File: config.mk
export PLATFORM = sky130hd
export DESIGN_NAME = async_sram_ctrl
export DESIGN_NICKNAME = d
export VERILOG_FILES = /design/src/rtl/async_sram_ctrl.sv
export SDC_FILE = /design/constraint.sdc
export NUM_CORES = 1
export LEC_CHECK = 0
export BUFFER_PORTS_ARGS = -buffer_cell sky130_fd_sc_hd__buf_2
export CAP_MARGIN = 25
export CORE_ASPECT_RATIO = 0.8
export CORE_MARGIN = 3
export CORE_UTILIZATION = 27
export DETAILED_ROUTE_END_ITERATION = 6
export GPL_TIMING_DRIVEN = 0
export PLACE_DENSITY = 0.54
export SYNTH_ARGS = -nofsm -noshare
export SYNTH_HDL_FRONTEND = slang
export SYNTH_SLANG_ARGS = --single-unit
File: constraint.sdc
create_clock -name clk -period 2.3 [get_ports clk]
set_input_delay 0.575 -clock clk [delete_from_list [all_inputs] [get_ports clk]]
set_output_delay 0.575 -clock clk [all_outputs]
set_load 0.01 [all_outputs]
File: src/rtl/async_sram_ctrl.sv
module async_sram_ctrl #(
  parameter int ADDR_W     = 15,
  parameter int DATA_W     = 8,
  parameter int SETUP_CYC  = 1,
  parameter int TURN_CYC   = 5,
  parameter int PULSE_CYC  = 10,
  parameter int OE_DLY_CYC = 7,
  parameter int ACCESS_CYC = 12,
  parameter int HOLD_CYC   = 1
) (
  input  logic              clk,
  input  logic              rst_n,
  input  logic              req_valid,
  input  logic              req_write,
  input  logic [1:0]        req_mode,
  input  logic [ADDR_W-1:0] req_addr,
  input  logic [DATA_W-1:0] req_wdata,
  output logic              busy,
  output logic              done,
  output logic [DATA_W-1:0] rd_data,
  output logic [ADDR_W-1:0] mem_addr,
  output logic              mem_ce_n,
  output logic              mem_oe_n,
  output logic              mem_we_n,
  output logic [DATA_W-1:0] mem_dq_out,
  output logic              mem_dq_oe,
  input  logic [DATA_W-1:0] mem_dq_in
);

  localparam int LONGEST = SETUP_CYC + PULSE_CYC + OE_DLY_CYC + ACCESS_CYC + HOLD_CYC + 2;
  localparam int CW      = $clog2(LONGEST + 1);

  localparam logic [CW-1:0] SETUP_LAST  = CW'(SETUP_CYC - 1);
  localparam logic [CW-1:0] PULSE_LAST  = CW'(PULSE_CYC - 1);
  localparam logic [CW-1:0] ACC_LAST    = CW'(ACCESS_CYC - 1);
  localparam logic [CW-1:0] DLYACC_LAST = CW'(OE_DLY_CYC + ACCESS_CYC - 1);
  localparam logic [CW-1:0] HOLD_LAST   = CW'(HOLD_CYC - 1);
  localparam logic [CW-1:0] TURN_V      = CW'(TURN_CYC);
  localparam logic [CW-1:0] OE_DLY_V    = CW'(OE_DLY_CYC);

  typedef enum logic [2:0] {S_IDLE, S_SETUP, S_ACT, S_TERM, S_HOLD} phase_t;

  phase_t            state;
  logic [CW-1:0]     cnt;
  logic [CW-1:0]     act_last;
  logic              phase_last;
  logic [ADDR_W-1:0] addr_q;
  logic [DATA_W-1:0] wdata_q;
  logic [DATA_W-1:0] rd_q;
  logic [1:0]        mode_q;
  logic              wr_q;
  logic              done_q;

  wire end_by_ce = (mode_q == 2'd0);
  wire end_by_we = (mode_q == 2'd1);
  wire in_act    = (state == S_ACT);
  wire in_term   = (state == S_TERM);

  initial begin
    assert (SETUP_CYC >= 1 && HOLD_CYC >= 1 && ACCESS_CYC >= 1);
    assert (TURN_CYC >= 1 && TURN_CYC < PULSE_CYC);
  end

  assign act_last = wr_q ? PULSE_LAST : (mode_q[0] ? DLYACC_LAST : ACC_LAST);

  always_comb begin
    case (state)
      S_SETUP: phase_last = (cnt == SETUP_LAST);
      S_ACT:   phase_last = (cnt == act_last);
      S_TERM:  phase_last = 1'b1;
      S_HOLD:  phase_last = (cnt == HOLD_LAST);
      default: phase_last = 1'b0;
    endcase
  end

  always_ff @(posedge clk or negedge rst_n) begin
    if (!rst_n) begin
      state   <= S_IDLE;
      cnt     <= '0;
      addr_q  <= '0;
      wdata_q <= '0;
      rd_q    <= '0;
      mode_q  <= 2'd0;
      wr_q    <= 1'b0;
      done_q  <= 1'b0;
    end else begin
      done_q <= 1'b0;
      if (state == S_IDLE) begin
        if (req_valid) begin
          state   <= S_SETUP;
          cnt     <= '0;
          addr_q  <= req_addr;
          wdata_q <= req_wdata;
          mode_q  <= req_mode;
          wr_q    <= req_write;
        end
      end else if (phase_last) begin
        cnt <= '0;
        case (state)
          S_SETUP: state <= S_ACT;
          S_ACT:   state <= wr_q ? S_TERM : S_HOLD;
          S_TERM:  state <= S_HOLD;
          default: begin
            state  <= S_IDLE;
            done_q <= 1'b1;
          end
        endcase
        if (in_act && !wr_q) rd_q <= mem_dq_in;
      end else begin
        cnt <= cnt + 1'b1;
      end
    end
  end

  assign busy       = (state != S_IDLE);
  assign done       = done_q;
  assign rd_data    = rd_q;
  assign mem_addr   = busy ? addr_q : '0;
  assign mem_ce_n   = !(in_act || (in_term && end_by_we));
  assign mem_we_n   = !(wr_q && (in_act || (in_term && end_by_ce)));
  assign mem_oe_n   = !(!wr_q && in_act && (!mode_q[0] || cnt >= OE_DLY_V));
  assign mem_dq_out = wdata_q;
  assign mem_dq_oe  = wr_q && ((in_act && cnt >= TURN_V) || in_term);

  AST_IDLE_QUIET: assert property (@(posedge clk) disable iff (!rst_n)
    !busy |-> (mem_ce_n && mem_oe_n && mem_we_n && !mem_dq_oe && mem_addr == '0));
  AST_ADDR_HELD: assert property (@(posedge clk) disable iff (!rst_n)
    (!mem_ce_n || !mem_we_n || !mem_oe_n) |-> $stable(mem_addr));
  AST_SETUP_FIRST: assert property (@(posedge clk) disable iff (!rst_n)
    $fell(mem_ce_n) |-> ($past(mem_we_n) && $past(mem_oe_n) && $past(busy)));
  AST_WR_TOGETHER: assert property (@(posedge clk) disable iff (!rst_n)
    $fell(mem_we_n) |-> ($fell(mem_ce_n) && mem_oe_n));
  AST_DATA_LATE: assert property (@(posedge clk) disable iff (!rst_n)
    $fell(mem_we_n) |-> !mem_dq_oe);
  AST_NO_CONTENTION: assert property (@(posedge clk) disable iff (!rst_n)
    !mem_oe_n |-> !mem_dq_oe);
  AST_DONE_PULSE: assert property (@(posedge clk) disable iff (!rst_n)
    done |=> !done);
  AST_BUSY_IGNORE: assert property (@(posedge clk) disable iff (!rst_n)
    busy |=> $stable(addr_q) && $stable(wdata_q));

endmodule

Word level (Yosys, flattened, before mapping)
Cells that the tools add are included.
{"block": "word_totals", "regBits": 44, "in_bits": 37, "output_inout_bits": 37, "elab_cells": 60}
{"block": "classes", "add_sub_neg": 1, "magnitude_cmp": 2, "eq_ne": 7, "muxes": 15, "bitwise": 1, "n_reduce_logical": 26}
{"op": "two-way mux 6 bit", "n": 3}
{"op": "two-way mux 15 bit", "n": 1}
{"op": ">= comparator 6 x 3 -> 1 bit, second input constant", "n": 2}
{"op": "two-way mux 3 bit", "n": 4}
{"op": "two-way mux 5 bit", "n": 2}
{"op": "one-hot mux 3 bit (3 select lines)", "n": 1}
{"op": "logical AND 1 bit", "n": 7}
{"op": "adder 6 x 1 -> 6 bit, second input constant", "n": 1}
{"op": "equality test 3 x 2 -> 1 bit, second input constant", "n": 2}
{"op": "equality test 6 x 5 -> 1 bit", "n": 1}
{"op": "logical NOT 6 bit", "n": 1}
{"op": "logical NOT 1 bit", "n": 5}
{"op": "logical OR 1 bit", "n": 4}
{"op": "AND reduction 2 bit", "n": 2}
{"op": "equality test 3 x 1 -> 1 bit, second input constant", "n": 1}
{"op": "equality test 3 bit, second input constant", "n": 1}
{"op": "logical NOT 3 bit", "n": 1}
{"op": "two-way mux 1 bit", "n": 3}
{"op": "one-hot mux 1 bit (3 select lines)", "n": 1}
{"op": "AND reduction 3 bit", "n": 1}
{"op": "nonzero test 3 bit", "n": 1}
{"op": "OR reduction 3 bit", "n": 1}
{"op": "equality test 2 x 1 -> 1 bit, second input constant", "n": 1}
{"op": "logical NOT 2 bit", "n": 1}
{"op": "4 further kinds", "n": 4}

Logic depth before layout (Yosys ltp)
{"block": "depth", "word_depth": 6, "depth_mapped": 7, "depth_no_buf": 7}

Worst setup path before layout
Ideal clock, no wire load.
{"block": "synth_timing", "kind": "flip-flop to output port", "startpoint": "reg state[1]", "endpoint": "out mem_addr[10]", "arrival_time_ns": 1.366, "required_ns": 1.725, "path_slack_ns": 0.359, "stages_incl_launch_ff": 5, "path_buffers": 2, "path_cell_list": "dfrtp_1 > or3_1 > buf_2 > clkbuf_1 > and2_1"}
{"block": "synth_via", "elab_chain_cells": 2}
{"item": "start: declaration", "line": "43", "text": "phase_t state;"}
{"item": "start signal: assignment", "line": "101", "text": "S_ACT: state <= wr_q ? S_TERM : S_HOLD;"}
{"item": "nonzero test 3 bit", "line": "115", "text": "assign busy = (state != S_IDLE);"}
{"item": "via busy", "line": "18", "text": "output logic busy,"}
{"item": "two-way mux 15 bit", "line": "118", "text": "assign mem_addr = busy ? addr_q : '0;"}
{"item": "end: declaration", "line": "21", "text": "output logic [ADDR_W-1:0] mem_addr,"}
The timed path passes the listed nets, and every way through them passes these cells.

Worst setup path in the final report
{"block": "layout_timing", "startpoint": "reg state[1]", "endpoint": "out mem_addr[14]"}
{"block": "layout_via", "elab_chain_cells": 2}
{"item": "nonzero test 3 bit", "line": "115"}
{"item": "two-way mux 15 bit", "line": "118"}
Every way passes these cells.

==> reports/metrics.csv <==
metric;value;unit
f_max;0.444;GHz
clock latency on the worst-skew pair;0.30;ns
Wirelength per Cell;12.7;µm
min cycle time layout;2.25;ns
Worst-Margin Slew;0.577;ns
top layer in use;met4;
Num CTS Buffers;5;
pwr/cell area;1330;nW/µm²
Cell Area, Placed;2630;µm²
Port Buf Inserts;73;
Final setup viols;0;
synthesized area per cell;12.2;µm²
Max FO, Critical Path;7;
final hold viol count;0;
CP Capture Point;mem_addr[14];
cell depth of the worst flop-to-flop path;7;
FF-to-FF Start;cnt[0];
leading area contributor after synthesis;dfrtp_1;
WHS;0.257;ns
Root Driver;clkbuf_8;
cell count after synthesis;173;
Switching Fraction;37.2;%
die width;105;µm
initial antenna violation count;0;
largest net degree at the start of global routing;24;
routed via count;1624;
Total Wirelength;4.65;mm
syn_nets;213;
P_sw;1.37;mW
WL met1;2.14;mm
most frequent cells in the layout;73 x buf_2, 42 x dfrtp_1, 35 x mux2_2;
CTS clock-pin slew for the worst setup and hold paths;0.09;ns
Worst slew margin;61.6;%
max-slew violations;0;
Seq/Total Area, Yosys;52.3;%
Chip Height;84.9;µm
vias in the first global route;1613;
Worst Skew;0.0103;ns
r2r setup slk;0.19;ns
clock sinks;44;
crit path DAT;1.68;ns
Synth cell types;34;
I/O pin cnt;74;
fillcell total;778;
number of flops mapped to enable cells by yosys;0;
max-cap violations;0;
gr ovfl total;0;
first-pass GRT wire length;7.76;mm
outcome;complete, no violations;
Clk pwr share;13.4;%
most common cell after layout, fill and taps aside;buf_2;
all-layer global routing usage;10.8;%
initial DRC count;43;
DPL Wire Length;3.42;mm
number of antenna repair diodes;0;
endpoint class of the critical path;primary output;
Final Power;3.69;mW
share of layout cells above drive strength 1;53.1;%
Core Util, Final;37.0;%
wire length on met3;464;µm
CTS H-tree depth;2;
GP Congestion;0.835;
vias per cell;4.45;
Synth Warn #;0;
ANT nets after route;0;
CP Class;flop to primary output;
Gate power share;50.9;%
Slowest-stage cell, CP;dfrtp_2;
Post-route DRC;0;
P_int;2.31;mW
Yosys reg bits;44;
final period utilization;97.9;%
r2r endpoint;state[2];
router iterations before antenna repair;4;
sequential power share;35.7;%
Mapped Area;2100;µm²
CP Launch Type;flop;
post-route non-filler standard cell count;365;
VDD IR max;0.644;mV
asr flop ratio synth;100;%
crit path from;state[1];
met2 routed WL;1.99;mm
area growth from synthesis to layout;32.1;%
ys flop type;dfrtp_1;
die area;8890;µm²
min-delay worst type;input pin to asynchronous set/reset pin;
Req. time, crit path;1.73;ns
ranking of synthesized cells by area;dfrtp_1 52%, mux2_2 19%, and2_1 4.5%;
core area;7500;µm²
Leak;1.31;nW
Final Instance Area;2780;µm²
Worst path max stage delay;0.42;ns
Yosys top cell area share;52.3;%
crit path cell chain;or3_4 > buf_6 > buf_4 > and2_1 > buf_2;
CTS tree;done;
initial core utilization;28.1;%
placed cells;352;
clock buffer depth;2;
# nets final;299;
num rows;28;
[worst min-delay path by stage]
stage | end | slack [ns]
after floorplan | addr_q[0] | 0.28
after global placement | addr_q[10] | 0.48
after detailed placement | addr_q[0] | 0.49
after CTS | rd_data[2] | 0.28
after global routing | rd_data[0] | 0.31
final | rd_data[5] | 0.26
[repair_timing]
item                       4_1_cts  5_1_grt
setup buffers                    1        4
hold buffers                     0        0
resized for setup                7        3
setup endpoints to repair       10       10
[logic make-up after synthesis]
| logic type | share of synthesized area, % |
|---|---|
| buffers and inverters | 3.15 |
| flip-flops | 52.3 |
| AO/OA/AOI/OAI | 6.37 |
| AND/OR/NAND/NOR | 15.5 |
| adder cells (fa/ha/maj) | 1.78 |
| multiplexers | 19.2 |
| XOR/XNOR | 1.67 |
[flip-flops by register name, indices dropped and copies added (netlist names)]
name and flops:
rd_data 8, mem_dq_out 8, cnt 6, addr_q 15
mode_q 2, wr_q 1, state 3, done 1
[through the flow]
step,setup WS [ns],TNS [ns]
after global routing,-0.00450,-0.00450
after detailed placement,0.0951,0
final,0.0484,0
after CTS,0.00137,0
after global placement,0.105,0
after floorplan,0.359,0
[synth_stat cells (4+ instances only)]
| cell type | n |
|---|---|
| o21ai_0 | 9 |
| a21oi_1 | 4 |
| xor2_1 | 4 |
| nand3_1 | 5 |
| and2_1 | 15 |
| dfrtp_1 | 44 |
| nand2_1 | 10 |
| nor3_1 | 4 |
| inv_1 | 8 |
| mux2_2 | 35 |
[metal layers]
layer	vias up	GRT usage [%]
li1	776	-
met1	781	14.2
met2	60	16.5
met3	7	4.71
met4	0	2.50
met5	-	0
[critical path: cells and delay by family (launching register included)]
kind / cells / cell delay, ns
simple gates: 2 / 0.54
buf+inv: 3 / 0.42
flops: 1 / 0.42
[power groups by stage]
| stage | Sequential [mW] | Clock (mW) | Combinational (mW) |
|---|---|---|---|
| after floorplan | 1.36 | 0 | 1.15 |
| after detailed placement | 1.34 | 0 | 1.77 |
| final | 1.31 | 0.496 | 1.88 |
| after global routing | 1.37 | 0.547 | 2.08 |
| after global placement | 1.33 | 0 | 1.76 |
| after CTS | 1.32 | 0.515 | 1.84 |
[layout make-up]
class                      instances  area (µm²)  share of cell area (%)
multi-input combinational        115         943                    34.0
clock inverter                     1        8.76                   0.315
inverter                           8        30.0                    1.08
timing repair buffer              79         430                    15.5
buffer                             6        53.8                    1.94
tap                              105         131                    4.73
clock buffer                       7        76.3                    2.75
sequential                        44        1100                    39.7
Note: power is estimated with default switching activity, not from simulation.
